**src/rtl/sq_burst_writer.sv**
```systemverilog
module sq_burst_writer #(
  parameter int          TAG_W   = 6,
  parameter logic [TAG_W-1:0] WIN_TAG = 6'b111000,
  parameter int          LINE_B  = 32
) (
  input  logic              clk,
  input  logic              rst_n,
  input  logic              req_valid,
  input  logic              req_is_flush,
  input  logic [31:0]       req_addr,
  input  logic [31:0]       req_wdata,
  input  logic              req_priv,
  input  logic              xlat_en,
  input  logic              cfg_user_ok,
  input  logic              page_ok,
  output logic              req_stall,
  output logic              addr_err,
  input  logic              pfx_we,
  input  logic              pfx_sel,
  input  logic [TAG_W-1:0]  pfx_data,
  output logic              bus_valid,
  input  logic              bus_ready,
  output logic [31:0]       bus_addr,
  output logic [31:0]       bus_data,
  output logic              bus_last
);
  localparam int WORDS = LINE_B / 4;
  localparam int OFF_W = $clog2(LINE_B);
  localparam int WI_W  = $clog2(WORDS);

  logic [1:0][WORDS-1:0][31:0] qmem;
  logic [1:0][TAG_W-1:0]       pfx;
  logic                        busy, fq;
  logic [WI_W-1:0]             cnt;
  logic [31:0]                 base;

  logic in_win, allowed, hit, sel, do_store, do_flush, beat, at_last;
  logic [WI_W-1:0] widx;

  assign in_win   = req_addr[31:32-TAG_W] == WIN_TAG;
  assign allowed  = xlat_en ? page_ok : (req_priv | cfg_user_ok);
  assign hit      = req_valid & in_win;
  assign sel      = req_addr[OFF_W];
  assign widx     = req_addr[OFF_W-1:2];
  assign req_stall = hit & allowed & busy & (req_is_flush | (sel == fq));
  assign do_store = hit & allowed & ~req_is_flush & ~req_stall;
  assign do_flush = hit & allowed & req_is_flush & ~req_stall;
  assign at_last  = cnt == WI_W'(WORDS - 1);
  assign beat     = busy & bus_ready;

  assign bus_valid = busy;
  assign bus_addr  = base;
  assign bus_data  = qmem[fq][cnt];
  assign bus_last  = busy & at_last;

  always_ff @(posedge clk) begin
    if (!rst_n) begin
      qmem     <= '0;
      pfx      <= '0;
      busy     <= 1'b0;
      fq       <= 1'b0;
      cnt      <= '0;
      base     <= '0;
      addr_err <= 1'b0;
    end else begin
      addr_err <= hit & ~allowed;
      if (pfx_we) pfx[pfx_sel] <= pfx_data;
      if (do_store) qmem[sel][widx] <= req_wdata;
      if (do_flush) begin
        busy <= 1'b1;
        fq   <= sel;
        cnt  <= '0;
        base <= {pfx[sel], req_addr[31-TAG_W:OFF_W], {OFF_W{1'b0}}};
      end else if (beat) begin
        cnt <= cnt + 1'b1;
        if (at_last) busy <= 1'b0;
      end
    end
  end
endmodule

```
**config.mk**
```make
export PLATFORM = sky130hd
export DESIGN_NAME = sq_burst_writer
export DESIGN_NICKNAME = d
export VERILOG_FILES = /design/src/rtl/sq_burst_writer.sv
export SDC_FILE = /design/constraint.sdc
export NUM_CORES = 1
export LEC_CHECK = 0
export CAP_MARGIN = 25
export CORE_ASPECT_RATIO = 0.5
export CORE_MARGIN = 2
export CORE_UTILIZATION = 45
export CTS_BUF_LIST = sky130_fd_sc_hd__clkbuf_8
export DETAILED_ROUTE_END_ITERATION = 6
export SETUP_SLACK_MARGIN = 0.05
export SLEW_MARGIN = 20
export SYNTH_ARGS = -nofsm -noshare
export SYNTH_HDL_FRONTEND = slang
export SYNTH_SLANG_ARGS = --single-unit
export TNS_END_PERCENT = 50
```
**constraint.sdc**
```tcl
create_clock -name clk -period 7.4 [get_ports clk]
set_clock_uncertainty 0.05 [all_clocks]
set_input_delay 1.48 -clock clk [delete_from_list [all_inputs] [get_ports clk]]
set_output_delay 1.48 -clock clk [all_outputs]
set_load 0.01 [all_outputs]
```
Word-level counts from Yosys, hierarchy flattened

Index checks and enable logic that the tools add are counted.

Logic and storage cells: 77
Flip-flop bits (word level): 557
Bits of input ports: 81

Add/sub/neg operators: 1
Equal/unequal tests: 3
Bitwise gates (word level): 17
Mux-type cells: 18
Reductions and logical operators: 7
$lt $le $gt $ge: 8

Operators with widths:

| kind                | count |
|---|---|
| $mux 256            | 3 |
| $bwmux 512          | 1 |
| $demux 256 s1       | 1 |
| $bmux 32 s3         | 1 |
| $demux 32 s3        | 1 |
| $mux 32             | 2 |
| $mux 6              | 3 |
| $bwmux 12           | 1 |
| $and 1x1->1         | 11 |
| $lt 3x4->1 const B  | 2 |
| $demux 6 s1         | 1 |
| $eq 6x6->1 const B  | 1 |
| $lt 1x2->1 const B  | 3 |
| $mux 1              | 4 |
| $not 1->1           | 4 |
| $reduce_bool 2->1   | 2 |
| $add 3x1->3 const B | 1 |
| $eq 3x3->1 const B  | 1 |
| $ge 3x1->1 const B  | 1 |
| $logic_and 1x1->1   | 3 |
| $ge 1x1->1 const B  | 2 |
| $or 1x1->1          | 2 |
| $reduce_and 2->1    | 1 |
| $reduce_or 2->1     | 1 |
| $eq 1x1->1          | 1 |

Depth between registers and ports, before layout

Word-level depth: 9
Depth in mapped cells: 7
Depth with buffers taken out: 5

Least setup slack after synthesis

Ideal clock, no wire load.

Kind: input-to-output
From: input port req_addr[28]
To: output port req_stall
Slack: 2.991 ns
Data arrival time: 2.879 ns
Data required time: 5.870 ns
Cell stages on the path: 4
Path buffers: 1
Path through: or4b_1 -> a211oi_2 -> buf_2 -> o211a_1

Longest elaborated chain between the ends: 5

RTL lines:

| item                      | RTL line | source |
|---|---|---|
| start: declaration        | 10       | `input logic [31:0] req_addr,` |
| $eq 6x6->1                | 40       | `assign in_win = req_addr[31:32-TAG_W] == WIN_TAG;` |
| $and 1x1->1               | 42       | `assign hit = req_valid & in_win;` |
| $and 1x1->1 (3 in series) | 45       | `assign req_stall = hit & allowed & busy & (req_is_flush \| (sel == fq));` |
| end: declaration          | 16       | `output logic req_stall,` |

No other way between the ends.

Worst setup path in the final report

Ends and elaborated chain as after synthesis.

==> out/qor.csv <==
metric,value,unit
ys_types,28,
relSlewSlack,38.95,%
drt_first_iter_violations,1039,
dp_hpwl,30090,um
ys_seq_elements,556,
cp_num_buf_inv,3,
drtAntennaViolNets,0,
grt_antenna_before_repair,0,
cts_setup_buffers,0,
cts_max_path_buffers,3,
whs,405.3,ps
min_period,5157,ps
seq_area_frac_synth,47.07,%
status,completed,
path_cells,"clkdlybuf4s50_1, or4b_1, a211oi_2, buf_4, o211a_1, clkdlybuf4s50_1",
tritoncts,done,
slowest_stage,or4b_1,
use_met3,3.249,%
fp.dieH,166.1,um
grt_max_degree,118,
max_stage_delay,610,ps
route.detailed.drc,0,
netlist_instances,2222,
wl_per_cell,19.58,um
top_usage_layer,met2,
cp-end-kind,primary output,
finalHoldViolations,0,
startpoint_type,primary input,
dr.pass1.iters,5,
ys_warn_count,0,
boundaryPins,149,
fp.coreArea,51970,sq um
start_util,45.50,%
worst_pin_slew,913.0,ps
leakagePower,0.01301,uW
hold_class,flip-flop to flip-flop,
placed_cells,2887,
finalSetupViolations,0,
rows,59,
fmax,193.9,MHz
layout.nets,2353,
crit_fanout,17,
route.final.wire_length,59400,um
hold_buffers,0,
syn_avg_cell_area,10.64,sq um
gp_congestion,0.7292,
final_cells,3033,
rsz0062_at_grt,false,
path_class,primary input to primary output,
cp.arrival,3630,ps
place_ws,2245,ps
peakVddDrop,0.1221,mV
vias_per_cell,5.357,
cts_resized,0,
globalRoute.totalOverflow,0,
clk_pin_slew,60,ps
syn_area,23650,sq um
fin_ws,2243,ps
power_density,209.7,nW/um^2
grt_pass1_vias,16280,
cts_root_buf,clkbuf_8,
die_width,328.2,um
grt_use_total,21.76,%
clock_latency,610,ps
drv_slew,0,
cts.sinks,556,
fp.dieArea,54510,sq um
layout-drive-gt1-share,12.44,%
grt_first_pass_wirelength,92940,um
cp_top_family,buffers and inverters,
vias,16250,
cpMostUsedCell,clkdlybuf4s50_1,
antenna_cells,0,
cts_htree_levels,3,
grt_util_met1,29.07,%
finalCritPeriodShare,69.69,%
maxCapViolCount,0,
required,5870,ps
area_growth,14.77,%
grt_util_met2,37.03,%
numCtsBuffers,81,
setup-tns-final,0,ps
port_buffers,141,
state kept, by name, indices dropped and copies added, names as in the netlist:
| register | cells |
|---|---|
| qmem | 512 |
| bus_valid | 1 |
| pfx | 12 |
| addr_err | 1 |
| bus_addr | 27 |
| cnt | 3 |
kinds of logic after synthesis:
kind of cell,synth area share (%)
other cells,0.01586
flops,47.07
simple gates,11.51
mux,34.37
buf+inv,3.678
fa+ha+maj,0.1058
xor+xnor,0.07410
compound gates,3.170
cell type report:
class                      instances  area, sq um
clock buffer                     112         1541
timing repair buffer             177         1757
multi-input combinational       1454        11690
tap                              701        877.1
sequential                       556        11140
fill                            4651        24830
clock inverter                    33        133.9
report_power, final:
group	leakage (uW)	switching [uW]	internal (uW)	total [uW]
clock network	0.000975	1180	1340	2520
registers	0.00448	1.91	3000	3000
logic	0.00756	115	58.3	173
cells in the mapped netlist:
| library cell | instances | share of area [%] |
|---|---|---|
| nand2_1 | 615 | 9.8 |
| mux2i_1 | 524 | 22 |
| dfxtp_1 | 556 | 47 |
| buf_1 | 39 | 0.62 |
| or4b_1 | 1 | 0.042 |
| nand4_1 | 16 | 0.42 |
| nor2_1 | 5 | 0.079 |
| xnor2_1 | 1 | 0.037 |
| nand3_1 | 30 | 0.63 |
| buf_2 | 29 | 0.61 |
| and2_1 | 4 | 0.11 |
| a22oi_1 | 64 | 2.0 |
| and4_1 | 1 | 0.037 |
| o21ai_0 | 21 | 0.44 |
| o21bai_1 | 1 | 0.032 |
| ha_1 | 2 | 0.11 |
| a21oi_1 | 4 | 0.085 |
| nand2b_1 | 3 | 0.079 |
| o211a_1 | 7 | 0.30 |
| a2111oi_0 | 1 | 0.037 |
| a211oi_2 | 1 | 0.053 |
| buf_4 | 6 | 0.19 |
| conb_1 | 1 | 0.016 |
| xor2_1 | 1 | 0.037 |
| nor2b_1 | 13 | 0.34 |
| mux4_2 | 128 | 12 |
| a21boi_0 | 6 | 0.19 |
| clkbuf_1 | 142 | 2.3 |
cells in the final DEF (no fill, tap or decap):
master | Yosys | layout
a22oi_1 | 64 | 64
dfxtp_1 | 556 | 554
clkinv_2 | 0 | 4
nor2b_1 | 13 | 11
nor2b_4 | 0 | 2
mux4_2 | 128 | 128
xnor2_1 | 1 | 1
o211a_1 | 7 | 7
or4b_1 | 1 | 1
buf_16 | 0 | 1
and4_1 | 1 | 1
conb_1 | 1 | 5
nand2_1 | 615 | 615
a2111oi_2 | 0 | 1
buf_4 | 6 | 31
a211oi_2 | 1 | 1
buf_8 | 0 | 1
nor2_1 | 5 | 4
o21ai_0 | 21 | 21
ha_1 | 2 | 2
mux2i_1 | 524 | 524
inv_6 | 0 | 1
o21bai_1 | 1 | 1
and2_1 | 4 | 3
inv_1 | 0 | 28
nor2_4 | 0 | 1
a21boi_0 | 6 | 6
nand3_1 | 30 | 30
nand4_1 | 16 | 16
dfxtp_4 | 0 | 2
and2_2 | 0 | 1
clkbuf_8 | 0 | 112
nand2b_1 | 3 | 3
clkdlybuf4s50_1 | 0 | 140
a21oi_1 | 4 | 4
buf_12 | 0 | 4
xor2_1 | 1 | 1
path summary, 6_finish.rpt:
path	startpoint	end	slack, ps	cells after the start
hold / removal	qmem[54]	qmem[54]	410	2
hold reg to reg	qmem[54]	qmem[54]	410	2
setup / recovery	req_addr[28]	req_stall	2240	6
setup reg to reg	bus_addr[5]	qmem[390]	4130	7
metal layers:
layer  routed length, um  up-vias
li1                    -     7829
met1               27380     8098
met2               29070      233
met3                1860       88
met4                1084        0
met5                   0        -
metrics by stage:
step / power [uW] / util (%) / instance area [sq um]
after global placement: 3239 / 48.94 / 25430
after floorplan: 3169 / - / 23660
after global routing: 5911 / 52.22 / 27140
final: 5692 / 52.22 / 27140
after CTS: 5762 / 52.16 / 27110
after detailed placement: 3239 / 48.94 / 25430
worst min-delay path, delay by kind of cell (launching register included):
kind / cells / cell delay [ps]
flops: 1 / 300
simple gates: 1 / 50
mux: 1 / 50
(Power assumes the default switching activity.)
